===== src/rtl/pio_hs_pkg.sv =====
package pio_hs_pkg;

    localparam int unsigned ADDR_W = 3;

    localparam logic [ADDR_W-1:0] A_CTRL   = 3'd0;
    localparam logic [ADDR_W-1:0] A_LATCH  = 3'd1;
    localparam logic [ADDR_W-1:0] A_DIRECT = 3'd2;
    localparam logic [ADDR_W-1:0] A_DIR    = 3'd3;
    localparam logic [ADDR_W-1:0] A_AUX    = 3'd4;

    localparam int unsigned B_RISE  = 1;
    localparam int unsigned B_PULSE = 2;
    localparam int unsigned B_OUT   = 3;
    localparam int unsigned B_HS    = 4;
    localparam int unsigned B_FLAG  = 7;

    typedef enum logic [1:0] {
        M_SIMPLE = 2'd0,
        M_IN_HS  = 2'd1,
        M_OUT_HS = 2'd2
    } port_mode_e;

    typedef enum logic [2:0] {
        S_SIMPLE    = 3'd0,
        S_IN_READY  = 3'd1,
        S_IN_FULL   = 3'd2,
        S_OUT_EMPTY = 3'd3,
        S_OUT_READY = 3'd4,
        S_OUT_ACK   = 3'd5
    } hs_state_e;

    function automatic port_mode_e decode_mode(input logic hs, input logic outsel);
        if (!hs) begin
            return M_SIMPLE;
        end else if (outsel) begin
            return M_OUT_HS;
        end
        return M_IN_HS;
    endfunction

endpackage


===== src/rtl/pio_hs_edge.sv =====
module pio_hs_edge (
    input  logic clk,
    input  logic rst_n,
    input  logic stb_in,
    input  logic rise_sel,
    output logic act_level,
    output logic act_edge,
    output logic trail_edge
);

    logic stb_prev;

    always_ff @(posedge clk or negedge rst_n) begin
        if (!rst_n) begin
            stb_prev <= 1'b0;
        end else begin
            stb_prev <= stb_in;
        end
    end

    logic rose_w;
    logic fell_w;

    always_comb begin
        rose_w     = stb_in & ~stb_prev;
        fell_w     = ~stb_in & stb_prev;
        act_level  = rise_sel ? stb_in : ~stb_in;
        act_edge   = rise_sel ? rose_w : fell_w;
        trail_edge = rise_sel ? fell_w : rose_w;
    end

    // an active edge and a trailing edge never coincide
    a_r3_edges_exclusive: assert property (@(posedge clk) disable iff (!rst_n)
        !(act_edge && trail_edge));

    // an active edge leaves the strobe at its active level
    a_r3_edge_level: assert property (@(posedge clk) disable iff (!rst_n)
        act_edge |-> act_level);

endmodule


===== src/rtl/pio_hs_regs.sv =====
module pio_hs_regs
    import pio_hs_pkg::*;
#(
    parameter int unsigned DW = 8
) (
    input  logic              clk,
    input  logic              rst_n,
    input  logic [ADDR_W-1:0] bus_addr,
    input  logic              bus_rd,
    input  logic              bus_wr,
    input  logic [DW-1:0]     bus_wdata,
    output logic [DW-1:0]     bus_rdata,
    input  logic [DW-1:0]     pin_in,
    input  logic              cap_en,
    input  logic              flag_set,
    output logic              ctrl_hs,
    output logic              ctrl_out,
    output logic              ctrl_pulse,
    output logic              ctrl_rise,
    output logic              flag,
    output logic [DW-1:0]     latch_q,
    output logic [DW-1:0]     static_q,
    output logic [DW-1:0]     dir_q,
    output logic [DW-1:0]     aux_q,
    output logic              ctrl_wr,
    output logic              latch_rd,
    output logic              latch_wr,
    output logic              aux_wr
);

    logic ctrl_rd;
    logic direct_wr;
    logic dir_wr;
    logic arm;

    always_comb begin
        ctrl_rd   = bus_rd && (bus_addr == A_CTRL);
        latch_rd  = bus_rd && (bus_addr == A_LATCH);
        ctrl_wr   = bus_wr && (bus_addr == A_CTRL);
        latch_wr  = bus_wr && (bus_addr == A_LATCH);
        direct_wr = bus_wr && (bus_addr == A_DIRECT);
        dir_wr    = bus_wr && (bus_addr == A_DIR);
        aux_wr    = bus_wr && (bus_addr == A_AUX);
    end

    always_ff @(posedge clk or negedge rst_n) begin
        if (!rst_n) begin
            ctrl_hs    <= 1'b0;
            ctrl_out   <= 1'b0;
            ctrl_pulse <= 1'b0;
            ctrl_rise  <= 1'b0;
        end else if (ctrl_wr) begin
            ctrl_hs    <= bus_wdata[B_HS];
            ctrl_out   <= bus_wdata[B_OUT];
            ctrl_pulse <= bus_wdata[B_PULSE];
            ctrl_rise  <= bus_wdata[B_RISE];
        end
    end

    always_ff @(posedge clk or negedge rst_n) begin
        if (!rst_n) begin
            flag <= 1'b0;
            arm  <= 1'b0;
        end else begin
            if (flag_set) begin
                flag <= 1'b1;
            end else if (latch_rd && arm) begin
                flag <= 1'b0;
            end
            if (ctrl_rd) begin
                arm <= flag;
            end else if (latch_rd) begin
                arm <= 1'b0;
            end
        end
    end

    always_ff @(posedge clk or negedge rst_n) begin
        if (!rst_n) begin
            latch_q  <= '0;
            static_q <= '0;
            dir_q    <= '0;
            aux_q    <= '0;
        end else begin
            if (cap_en) begin
                latch_q <= pin_in;
            end else if (latch_wr) begin
                latch_q <= bus_wdata;
            end
            if (direct_wr) begin
                static_q <= bus_wdata;
            end
            if (dir_wr) begin
                dir_q <= bus_wdata;
            end
            if (aux_wr) begin
                aux_q <= bus_wdata;
            end
        end
    end

    always_comb begin
        bus_rdata = '0;
        unique case (bus_addr)
            A_CTRL: begin
                bus_rdata[B_FLAG]  = flag;
                bus_rdata[B_HS]    = ctrl_hs;
                bus_rdata[B_OUT]   = ctrl_out;
                bus_rdata[B_PULSE] = ctrl_pulse;
                bus_rdata[B_RISE]  = ctrl_rise;
            end
            A_LATCH:  bus_rdata = latch_q;
            A_DIRECT: bus_rdata = (pin_in & ~dir_q) | (static_q & dir_q);
            A_DIR:    bus_rdata = dir_q;
            A_AUX:    bus_rdata = aux_q;
            default:  bus_rdata = '0;
        endcase
    end

    // the flag falls only on a latched-register read that follows an armed control read
    a_r5_flag_clear: assert property (@(posedge clk) disable iff (!rst_n)
        $fell(flag) |-> $past(latch_rd && arm));

    // the flag rises only after an active strobe edge
    a_r5_flag_set: assert property (@(posedge clk) disable iff (!rst_n)
        $rose(flag) |-> $past(flag_set));

    // the unused control bits always read as zero
    a_r2_ctrl_spare: assert property (@(posedge clk) disable iff (!rst_n)
        (bus_addr == A_CTRL) |-> (bus_rdata[6:5] == 2'b00 && bus_rdata[0] == 1'b0));

endmodule


===== src/rtl/pio_hs_fsm.sv =====
module pio_hs_fsm
    import pio_hs_pkg::*;
#(
    parameter int unsigned PULSE_LEN = 2
) (
    input  logic       clk,
    input  logic       rst_n,
    input  logic       ctrl_wr,
    input  port_mode_e new_mode,
    input  logic       pulse_sel,
    input  logic       tri_var,
    input  logic       act_edge,
    input  logic       trail_edge,
    input  logic       latch_rd,
    input  logic       latch_wr,
    input  logic       aux_wr,
    output hs_state_e  state_q,
    output logic       stb_out
);

    localparam int unsigned CNT_W = $clog2(PULSE_LEN + 1);

    hs_state_e        state_d;
    logic             assert_ev;
    logic [CNT_W-1:0] pulse_cnt;
    logic             level_on;
    logic             pulse_only;

    always_comb begin
        state_d   = state_q;
        assert_ev = 1'b0;
        if (ctrl_wr) begin
            unique case (new_mode)
                M_SIMPLE: state_d = S_SIMPLE;
                M_IN_HS: begin
                    state_d   = S_IN_READY;
                    assert_ev = 1'b1;
                end
                M_OUT_HS: state_d = S_OUT_EMPTY;
                default:  state_d = S_SIMPLE;
            endcase
        end else begin
            unique case (state_q)
                S_SIMPLE: begin
                    if (aux_wr) begin
                        assert_ev = 1'b1;
                    end
                end
                S_IN_READY: begin
                    if (act_edge) begin
                        state_d = S_IN_FULL;
                    end
                end
                S_IN_FULL: begin
                    if (latch_rd) begin
                        state_d   = S_IN_READY;
                        assert_ev = 1'b1;
                    end
                end
                S_OUT_EMPTY: begin
                    if (latch_wr) begin
                        state_d   = S_OUT_READY;
                        assert_ev = 1'b1;
                    end
                end
                S_OUT_READY: begin
                    if (act_edge) begin
                        state_d = tri_var ? S_OUT_ACK : S_OUT_EMPTY;
                    end
                end
                S_OUT_ACK: begin
                    if (trail_edge) begin
                        state_d = S_OUT_EMPTY;
                    end
                end
                default: state_d = S_SIMPLE;
            endcase
        end
    end

    always_ff @(posedge clk or negedge rst_n) begin
        if (!rst_n) begin
            state_q <= S_SIMPLE;
        end else begin
            state_q <= state_d;
        end
    end

    always_ff @(posedge clk or negedge rst_n) begin
        if (!rst_n) begin
            pulse_cnt <= '0;
        end else if (assert_ev) begin
            pulse_cnt <= CNT_W'(PULSE_LEN);
        end else if (pulse_cnt != '0) begin
            pulse_cnt <= pulse_cnt - 1'b1;
        end
    end

    always_comb begin
        level_on   = (state_q == S_IN_READY) || (state_q == S_OUT_READY) ||
                     (state_q == S_OUT_ACK);
        pulse_only = pulse_sel || (state_q == S_SIMPLE);
        stb_out    = pulse_only ? (pulse_cnt != '0) : level_on;
    end

    // a pulse-style strobe stays high for at least its second cycle
    a_r9_pulse_len: assert property (@(posedge clk) disable iff (!rst_n)
        (pulse_only && $rose(stb_out)) |=> (stb_out || !pulse_only));

    // S_IN_FULL is entered only through an active strobe edge
    a_r6_full_entry: assert property (@(posedge clk) disable iff (!rst_n)
        ($rose(state_q == S_IN_FULL)) |-> $past(act_edge));

    // S_OUT_ACK is left only through a trailing edge or a control write
    a_r8_ack_exit: assert property (@(posedge clk) disable iff (!rst_n)
        ($past(state_q == S_OUT_ACK) && state_q != S_OUT_ACK) |-> $past(trail_edge || ctrl_wr));

endmodule


===== src/rtl/pio_hs_port.sv =====
module pio_hs_port
    import pio_hs_pkg::*;
#(
    parameter int unsigned DW        = 8,
    parameter int unsigned PULSE_LEN = 2
) (
    input  logic              clk,
    input  logic              rst_n,
    input  logic [ADDR_W-1:0] bus_addr,
    input  logic              bus_rd,
    input  logic              bus_wr,
    input  logic [DW-1:0]     bus_wdata,
    output logic [DW-1:0]     bus_rdata,
    input  logic [DW-1:0]     pin_in,
    output logic [DW-1:0]     pin_out,
    output logic [DW-1:0]     pin_oe,
    input  logic              stb_in,
    output logic              stb_out,
    output logic [DW-1:0]     aux_out
);

    logic       act_level;
    logic       act_edge;
    logic       trail_edge;
    logic       ctrl_hs;
    logic       ctrl_out;
    logic       ctrl_pulse;
    logic       ctrl_rise;
    logic       flag;
    logic       ctrl_wr;
    logic       latch_rd;
    logic       latch_wr;
    logic       aux_wr;
    logic       cap_en;
    logic       tri_var;
    logic [DW-1:0] latch_q;
    logic [DW-1:0] static_q;
    logic [DW-1:0] dir_q;
    port_mode_e mode;
    port_mode_e new_mode;
    hs_state_e  state_q;

    pio_hs_edge u_edge (
        .clk        (clk),
        .rst_n      (rst_n),
        .stb_in     (stb_in),
        .rise_sel   (ctrl_rise),
        .act_level  (act_level),
        .act_edge   (act_edge),
        .trail_edge (trail_edge)
    );

    always_comb begin
        mode     = decode_mode(ctrl_hs, ctrl_out);
        new_mode = decode_mode(bus_wdata[B_HS], bus_wdata[B_OUT]);
        cap_en   = act_edge && (mode != M_OUT_HS);
        tri_var  = (dir_q != {DW{1'b1}});
    end

    pio_hs_regs #(.DW(DW)) u_regs (
        .clk        (clk),
        .rst_n      (rst_n),
        .bus_addr   (bus_addr),
        .bus_rd     (bus_rd),
        .bus_wr     (bus_wr),
        .bus_wdata  (bus_wdata),
        .bus_rdata  (bus_rdata),
        .pin_in     (pin_in),
        .cap_en     (cap_en),
        .flag_set   (act_edge),
        .ctrl_hs    (ctrl_hs),
        .ctrl_out   (ctrl_out),
        .ctrl_pulse (ctrl_pulse),
        .ctrl_rise  (ctrl_rise),
        .flag       (flag),
        .latch_q    (latch_q),
        .static_q   (static_q),
        .dir_q      (dir_q),
        .aux_q      (aux_out),
        .ctrl_wr    (ctrl_wr),
        .latch_rd   (latch_rd),
        .latch_wr   (latch_wr),
        .aux_wr     (aux_wr)
    );

    pio_hs_fsm #(.PULSE_LEN(PULSE_LEN)) u_fsm (
        .clk        (clk),
        .rst_n      (rst_n),
        .ctrl_wr    (ctrl_wr),
        .new_mode   (new_mode),
        .pulse_sel  (ctrl_pulse),
        .tri_var    (tri_var),
        .act_edge   (act_edge),
        .trail_edge (trail_edge),
        .latch_rd   (latch_rd),
        .latch_wr   (latch_wr),
        .aux_wr     (aux_wr),
        .state_q    (state_q),
        .stb_out    (stb_out)
    );

    always_comb begin
        if (mode == M_OUT_HS) begin
            pin_out = latch_q;
            pin_oe  = act_level ? {DW{1'b1}} : dir_q;
        end else begin
            pin_out = static_q;
            pin_oe  = dir_q;
        end
    end

    // an active acknowledge in output handshake drives every pin
    a_r8_all_drive: assert property (@(posedge clk) disable iff (!rst_n)
        (mode == M_OUT_HS && act_level) |-> (pin_oe == {DW{1'b1}}));

    // outside output handshake the drive enables follow the direction register
    a_r11_oe_dir: assert property (@(posedge clk) disable iff (!rst_n)
        (mode != M_OUT_HS) |-> (pin_oe == dir_q));

    // a capturing edge moves the latched data to the sampled pins
    a_r4_capture: assert property (@(posedge clk) disable iff (!rst_n)
        $past(cap_en) |-> (latch_q == $past(pin_in)));

    // the output handshake state is reachable only in output mode
    a_r7_mode_state: assert property (@(posedge clk) disable iff (!rst_n)
        (state_q == S_OUT_READY) |-> (mode == M_OUT_HS));

endmodule


===== config.mk =====
export PLATFORM = sky130hd
export DESIGN_NAME = pio_hs_port
export DESIGN_NICKNAME = d
export VERILOG_FILES = /design/src/rtl/pio_hs_pkg.sv /design/src/rtl/pio_hs_edge.sv /design/src/rtl/pio_hs_regs.sv /design/src/rtl/pio_hs_fsm.sv /design/src/rtl/pio_hs_port.sv
export SDC_FILE = /design/constraint.sdc
export NUM_CORES = 1
export LEC_CHECK = 0
export ABC_AREA = 1
export CORE_ASPECT_RATIO = 0.9
export CORE_MARGIN = 1.5
export CORE_UTILIZATION = 50
export CTS_BUF_LIST = sky130_fd_sc_hd__clkbuf_4 sky130_fd_sc_hd__clkbuf_8
export DETAILED_ROUTE_END_ITERATION = 10
export DONT_BUFFER_PORTS = 1
export PLACE_DENSITY = 0.73
export SLEW_MARGIN = 20
export SYNTH_ARGS = -nofsm -noshare
export SYNTH_HDL_FRONTEND = slang
export SYNTH_HIERARCHICAL = 1
export SYNTH_SLANG_ARGS = --single-unit

===== constraint.sdc =====
create_clock -name clk -period 3.1 [get_ports clk]
set_input_delay 0.465 -clock clk [delete_from_list [all_inputs] [get_ports clk]]
set_output_delay 0.465 -clock clk [all_outputs]
set_load 0.03 [all_outputs]

[Word level (Yosys, flattened, before mapping)]
Index checks and enable logic that the tools add are counted.
Storage, ports and cells
  register bits: 44
  input bits: 24
  output and inout port bits: 33
  logic and storage cells: 106
Cells by class
  $add $sub $neg: 1
  equality and inequality tests: 20
  muxes and demuxes: 44
  bitwise operators: 8
  reductions and logical operators: 20
Operators by type and width (number)
  $mux W8: 5
  $mux W3: 7
  $pmux W4 S5: 1
  $pmux W3 S6: 1
  $mux W1: 17
  $and A8 B8 Y8: 2
  $mux W2: 8
  $ne A3 B3 Y1 const B: 5
  $eq A3 B2 Y1 const B: 4
  $reduce_bool A2 Y1: 5
  $eq A3 B3 Y1 const B: 3
  $logic_and A1 B1 Y1: 9
  $ne A8 B8 Y1 const B: 1
  $not A8 Y8: 1
  $or A8 B8 Y8: 1
  $pmux W2 S4: 1
  $eq A3 B1 Y1 const B: 2
  $logic_not A3 Y1: 2
  $reduce_and A6 Y1: 1
  $pmux W1 S5: 1
  $eq A2 B2 Y1 const B: 2
  $ne A2 B2 Y1 const B: 2
  $pmux W1 S4: 1
  $pmux W2 S2: 1
  other kinds (6): 10

[Logic depth before layout (Yosys ltp)]
Gate-level depths: netlist (run 1).
  word-level depth: 7
  mapped depth: 13
  gate-level depth less buffers: 13

[Cells and area by module]
Netlist (run 1), hierarchy kept.
By module, submodules not included
  pio_hs_regs: times used 1, cells an instance 275, area each 2088.3 um^2, seq. area each 950.9 um^2
  pio_hs_fsm: times used 1, cells an instance 93, area each 549.3 um^2, seq. area each 125.1 um^2
  pio_hs_port: times used 1, cells an instance 56, area each 270.3 um^2, seq. area each 0.0 um^2
  pio_hs_edge: times used 1, cells an instance 11, area each 72.6 um^2, seq. area each 25.0 um^2

[Worst setup path before layout (run 1)]
Ideal clock, no wire load.
  kind: register to output
  start point: register u_fsm.state_q[2]
  end point: output stb_out
  arrival time: 1.579 ns
  required time: 2.635 ns
  setup slack: 1.056 ns
  cell stages (with the launch flop): 5
  path buffers: 1
  path through: dfrtp_1 -> buf_2 -> nor3_1 -> nor2_1 -> o21ai_0
Between the ends
  word-level cells in the longest chain between the ends: 4
  elaborated cells between the ends (all ways): 8
  those cells by class: eq/ne (3); mux (1); reduce/logical (4)
RTL lines
  start, declared: RTL line pio_hs_fsm.sv:17  | output hs_state_e state_q,
  start signal, assigned: RTL line pio_hs_fsm.sv:85  | state_q <= state_d;
  $eq A3 B1 Y1 / $eq A3 B3 Y1 (equally long branches): RTL line pio_hs_fsm.sv:100  | level_on = (state_q == S_IN_READY) || (state_q == S_OUT_READY) ||
  $logic_or A1 B1 Y1 (2 in series): RTL line pio_hs_fsm.sv:100
  $mux W1 *: RTL line pio_hs_fsm.sv:103  | stb_out = pulse_only ? (pulse_cnt != '0) : level_on;
  end, declared: RTL line pio_hs_port.sv:18  | output logic stb_out,
Every way passes the cells marked *; elsewhere a longest branch is shown, timed or not.

[Worst setup path after layout (run 1)]
Same ends and word-level chain as after synthesis.

==> results.md, run 1 <==
* Layout cell share with drive strength beyond 1 at 9.91%
* WL/cell at 16.3 um
* WL final at 8.22 mm
* Slew headroom at 55.5%
* Status: finished, final reports clean
* Final std cells w/o fill at 504
* Post-Syn Nets at 464
* Pre-antenna DRT Iters at 5
* Via count at 2837
* Std cell rows at 26
* Most common cell after layout, fill and taps aside: nand2_1
* Fin crit share at 70.4%
* Worst path required time at 2.63 ns
* ANT nets after route at 0
* Routability cong. at 0.923
* Iter 0 DRT Violations at 343
* # nets final at 462
* Max-Cap Viols at 0
* Die Y at 76.2 um
* Number of synthesized flops with an enable pin at 0
* Worst Path Max Fanout at 12
* Core Region at 5730 um^2
* Post-Synth Adder-Cell Area at 2.10%
* Clk sinks at 44
* # DRC at 0
* Yosys Warn Count at 6
* CTS clk-pin slew, worst paths at 0.09 ns
* Asr flop ratio synth at 100%
* Worst Tran Pin Value at 0.667 ns
* Final max-slew violation count at 0
* Peak supply drop at 0.000348 V
* Area post-placement at 2970 um^2
* Clock power frac at 23.7%
* Top FF cell, synth: dfrtp_1
* Final Hold Viols at 0
* Ports at 57
* Synth unique cells at 32
* Root buffer cell: clkbuf_8
* Most frequent cells in the layout: nand2_1, inv_1, dfrtp_1
* Power Total at 1.97 mW
* Sw frac at 43.1%
* Post-CTS setup buffer count at 0
* Psw at 850 uW
* Fin crit period at 2.18 ns
* RSZ-0062 raised after global routing: no
* Number of vias per cell at 5.63
* # diodes at 0
* Flop pwr share at 45.1%
* FMAX at 0.458 GHz
* Worst Setup End Kind: output pin
* Avg Inst Size Synth at 6.85 um^2
* Final setup viols at 0
* R2r setup slk at 1.18 ns
* Largest cells by area after synthesis: dfrtp_1, nand2_1, inv_1, nand3_1, o21ai_0
* First-pass GRT wire length at 13.4 mm
* Vias in the first global route at 2578
* Initial antenna violation count at 0
* DIE AREA at 6430 um^2
* H-tree depth at 2
* Hold crit path type: in -> reg
* CP startpoint kind: flop
* Synth Area in Simple Gates at 39.6%
* Synth Instances at 435
* Setup CP Type: reg -> out
* Total gr overflow at 0
* Setup TNS at 0 ns
* Static Leakage at 1.68 nW
* Buffers on Ports at 0
* WHS at 0.175 ns
* Main combinational cell family by area after synthesis: simple AND/OR/NAND/NOR gates
* Largest net degree at the start of global routing at 45
* Mux cell area share after synthesis at 0%
* Fillers at 548
* CTS buffer count at 5
* CTS Buffer Depth at 2
* Pwr dens at 632 nW/um^2
* WP data arrival at 1.72 ns
* Yosys top cell area share at 36.9%
* Yosys top cell by area: dfrtp_1
* Initial Util at 52.1%
* Clk Latency, worst-skew pair at 0.31 ns
* Combinational share of power at 31.3%
* Die Wd at 84.4 um
* XOR/XNOR share of the synthesized area at 0.588%
* Synthesized area at 2980 um^2
* Final Skew at 0.00401 ns
* Placed insts at 494
* Syn-to-layout area delta at 4.66%
* Complex-gate fraction of the synthesized area at 9.53%
* Post-Layout Inst Area at 3120 um^2
* CTS tree: built
* Cell Int Power at 1.12 mW
* Sequential fraction of the synthesis area at 36.9%
* Yosys reg bits at 44
* Placed wire-length estimate at 5.97 mm
* Gr usage total at 26.5%
[per-stage QoR]
step	setup slack, ns	util, %
3_5_place_dp	1.11	51.9
5_1_grt	0.813	54.5
6_report	0.919	54.5
3_3_place_gp	1.26	51.9
4_1_cts	0.930	54.5
2_1_floorplan	1.06	-
[sequential cells by signal (all words and copies together), names as in the netlist]
name and cells:
u_regs/aux_q 8, u_regs/ctrl_pulse 1, u_regs/static_q 8, u_regs/ctrl_out 1, u_regs/arm 1, u_regs/dir_q 8, u_regs/latch_q 8, u_fsm/state_q 3
u_regs/ctrl_rise 1, u_fsm/pulse_cnt 2, u_regs/ctrl_hs 1, u_regs/flag 1, u_edge/stb_prev 1
[power by group through the flow]
| stage | Combinational (mW) | Sequential (mW) | Clock, mW |
|---|---|---|---|
| 2_1_floorplan | 0.538 | 0.829 | 0 |
| 3_3_place_gp | 0.580 | 0.895 | 0 |
| 3_5_place_dp | 0.595 | 0.897 | 0 |
| 4_1_cts | 0.615 | 0.885 | 0.469 |
| 5_1_grt | 0.682 | 0.905 | 0.494 |
| 6_report | 0.616 | 0.889 | 0.467 |
[final timing paths]
check / startpoint / endpoint / cells past startpoint
worst max-delay path: u_fsm/state_q[2] / stb_out / 4
worst min-delay path: stb_in / u_edge/stb_prev / 0
worst max register to register: u_regs/ctrl_hs / u_regs/latch_q[7] / 6
worst min register to register: u_regs/flag / u_regs/flag / 2
max in group asynchronous: rst_n / u_regs/aux_q[6] / 2
min in group asynchronous: rst_n / u_regs/aux_q[3] / 2
[layer usage]
layer	GRT usage, %	part of all wire, %
met4	8.71	2.1
met3	5.53	9.1
met5	0	0
met1	38.4	45
met2	39.8	44
[area by class of cell]
type / count / area (um^2) / share of cell area, %
Multi-Input combinational cell: 318 / 1550 / 49.5
Sequential cell: 44 / 1100 / 35.3
Inverter: 61 / 229 / 7.34
Tap cell: 70 / 87.6 / 2.81
Clock buffer: 6 / 76.3 / 2.45
Timing Repair Buffer: 3 / 45.0 / 1.44
Clock inverter: 2 / 35.0 / 1.12
[cells in the mapped netlist (2+ instances only)]
library cell and count:
buf_2 3, buf_6 7, or2_2 2, inv_1 54
o21ai_0 37, nor2_4 4, nor2_1 32, nand4_1 8
dfrtp_1 44, nand2_4 4, nand2_1 164, inv_2 6
nand3_1 38, nand3_4 2, o21ai_2 8, ha_1 5
nand2_2 2
[critical path: stages (launching register included)]
cell and delay [ns]:
dfrtp_1 0.51, nor3_1 0.36, nor2_1 0.11, o21ai_0 0.22, buf_4 0.20
[kinds of logic after synthesis]
logic type	after synthesis
buffers and inverters	73
and+or+nand+nor	262
AOI/OAI and AO/OA	49
DFF	44
adders and majority gates	5
xor gates and xnor gates	2
[what timing repair did]
item                      CTS  global route
hold buffers                2             0
hold endpoints to repair   44             0
gates resized for setup     0             0
Note: power is estimated with default switching activity, not from simulation.
==> run 2, diff against run 1 <==
--- a/config.mk
+++ b/config.mk
@@ -12,7 +12,7 @@
 export CTS_BUF_LIST = sky130_fd_sc_hd__clkbuf_4 sky130_fd_sc_hd__clkbuf_8
 export DETAILED_ROUTE_END_ITERATION = 10
 export DONT_BUFFER_PORTS = 1
-export PLACE_DENSITY = 0.73
+export PLACE_DENSITY = 0.76
 export SLEW_MARGIN = 20
 export SYNTH_ARGS = -nofsm -noshare
 export SYNTH_HDL_FRONTEND = slang
==> constraint.sdc (replaced) <==
create_clock -name clk -period 1.9 [get_ports clk]
set_input_delay 0.285 -clock clk [delete_from_list [all_inputs] [get_ports clk]]
set_output_delay 0.285 -clock clk [all_outputs]
set_load 0.03 [all_outputs]
==> run 2 against run 1 <==
  * Clock power rose by 65%
  * Utilization rose by 1.3 points
  * Global-route usage fell by 0.19 points
  * Sequential share of layout area fell by 0.72 points
  * Non-clock buffer count rose by 7
  * Cell area rose by 2.3%
  * Power rose by 64%
  * Combinational power rose by 66%
  * Critical path depth fell by 1
  * Via count fell by 1.7%
  * Flip-flop and latch count did not move
==> results.md, run 2 (synthesis results as in run 1) <==
* Status: finished, final reports clean
* Number of vias per cell at 5.46
* Worst Path Max Fanout at 12
* Fin crit share at 93.8%
* Die Y at 76.2 um
* RSZ-0062 raised after global routing: no
* Post-CTS setup buffer count at 0
* Hold crit path type: in -> reg
* CTS clk-pin slew, worst paths at 0.09 ns
* WP data arrival at 1.50 ns
* Final Skew at 0.0132 ns
* Syn-to-layout area delta at 7.09%
* Final setup viols at 0
* Largest net degree at the start of global routing at 45
* Clk sinks at 44
* Iter 0 DRT Violations at 276
* WL final at 8.05 mm
* Fillers at 565
* Pre-antenna DRT Iters at 5
* CTS buffer count at 5
* # diodes at 0
* ANT nets after route at 0
* Buffers on Ports at 0
* Pre-CTS WS at 0.218 ns
* Initial antenna violation count at 0
* Post-Layout Inst Area at 3190 um^2
* Std cell rows at 26
* Final core occ at 55.7%
* Static Leakage at 1.72 nW
* # DRC at 0
* Area post-placement at 3020 um^2
* Max-Cap Viols at 0
* Core Region at 5730 um^2
* FMAX at 0.561 GHz
* Setup CP Type: reg -> out
* Initial Util at 52.1%
* Ports at 57
* CTS tree: built
* Routability cong. at 0.921
* Clk Latency, worst-skew pair at 0.31 ns
* Power Total at 3.23 mW
* CP startpoint kind: flop
* Pwr dens at 1010 nW/um^2
* Most common cell after layout, fill and taps aside: nand2_1
* Layout cell share with drive strength beyond 1 at 11.8%
* Slew headroom at 73.5%
* Final max-slew violation count at 0
* Peak supply drop at 0.000595 V
* Via count at 2788
* Most frequent cells in the layout: nand2_1, inv_1, dfrtp_1
* Vias in the first global route at 2623
* Die Wd at 84.4 um
* Worst Tran Pin Value at 0.396 ns
* Worst path required time at 1.62 ns
* WL/cell at 15.8 um
* Worst Setup End Kind: output pin
* Gr usage total at 26.3%
* First-pass GRT wire length at 13.3 mm
* Placed wire-length estimate at 6.11 mm
* CTS Buffer Depth at 2
* Fin crit period at 1.78 ns
* Setup ws final at 0.117 ns
* Final Hold Viols at 0
* Setup TNS at 0 ns
* # nets final at 469
* H-tree depth at 2
* Root buffer cell: clkbuf_8
* DIE AREA at 6430 um^2
* Total gr overflow at 0
run 2: cell type report:
cell class | count | area [um^2] | area share, %
Clock inverter | 2 | 38.8 | 1.22
Inverter | 61 | 229 | 7.17
Sequential cell | 44 | 1100 | 34.6
Multi-Input combinational cell | 318 | 1550 | 48.6
Tap cell | 70 | 87.6 | 2.74
Timing Repair Buffer | 10 | 100 | 3.14
Clock buffer | 6 | 82.6 | 2.59
run 2: path summary, 6_finish.rpt:
kind	depth (start not counted)	from	slack (ns)	endpoint
max	3	u_regs/ctrl_out	0.12	bus_rdata[3]
min	2	bus_wdata[1]	0.1	u_regs/dir_q[1]
max reg2reg	8	u_regs/ctrl_rise	0.23	u_regs/latch_q[2]
min reg2reg	2	u_fsm/pulse_cnt[1]	0.52	u_fsm/pulse_cnt[1]
max in group asynchronous	2	rst_n	1.18	u_regs/ctrl_out
min in group asynchronous	2	rst_n	0.49	u_fsm/state_q[2]
run 2: worst max-delay path: stages, from the launching register on:
cell and delay, ns:
dfrtp_2 0.53, and3_2 0.28, nor2_1 0.16, nand2_1 0.23
run 2: per-stage QoR:
| step | std cells | hold slack (ns) |
|---|---|---|
| 6_report | 511 | 0.0986 |
| 5_1_grt | 511 | 0.0862 |
| 4_1_cts | 510 | 0.00125 |
| 3_5_place_dp | 500 | -0.00946 |
| 3_3_place_gp | 500 | -0.00893 |
| 2_1_floorplan | 435 | -0.0106 |
run 2: layer usage:
layer	part of all wire [%]	vias up	GRT usage, %	wire length, um
met1	46	1274	39.4	3690
met2	44	131	37.7	3520
li1	-	1373	-	-
met5	0	-	0	0
met3	9.0	10	5.96	727
met4	1.4	0	8.55	114
run 2: timing repair:
item,4_1_cts,5_1_grt
hold endpoints to repair,44,1
hold buffers,2,1
endpoints found under the setup margin,1,10
resized for setup,1,2
run 2: power breakdown:
part / switching [mW] / internal (mW) / leakage [nW]
registers: 0.308 / 1.14 / 0.545
clock network: 0.341 / 0.430 / 0.0614
logic: 0.719 / 0.296 / 1.11
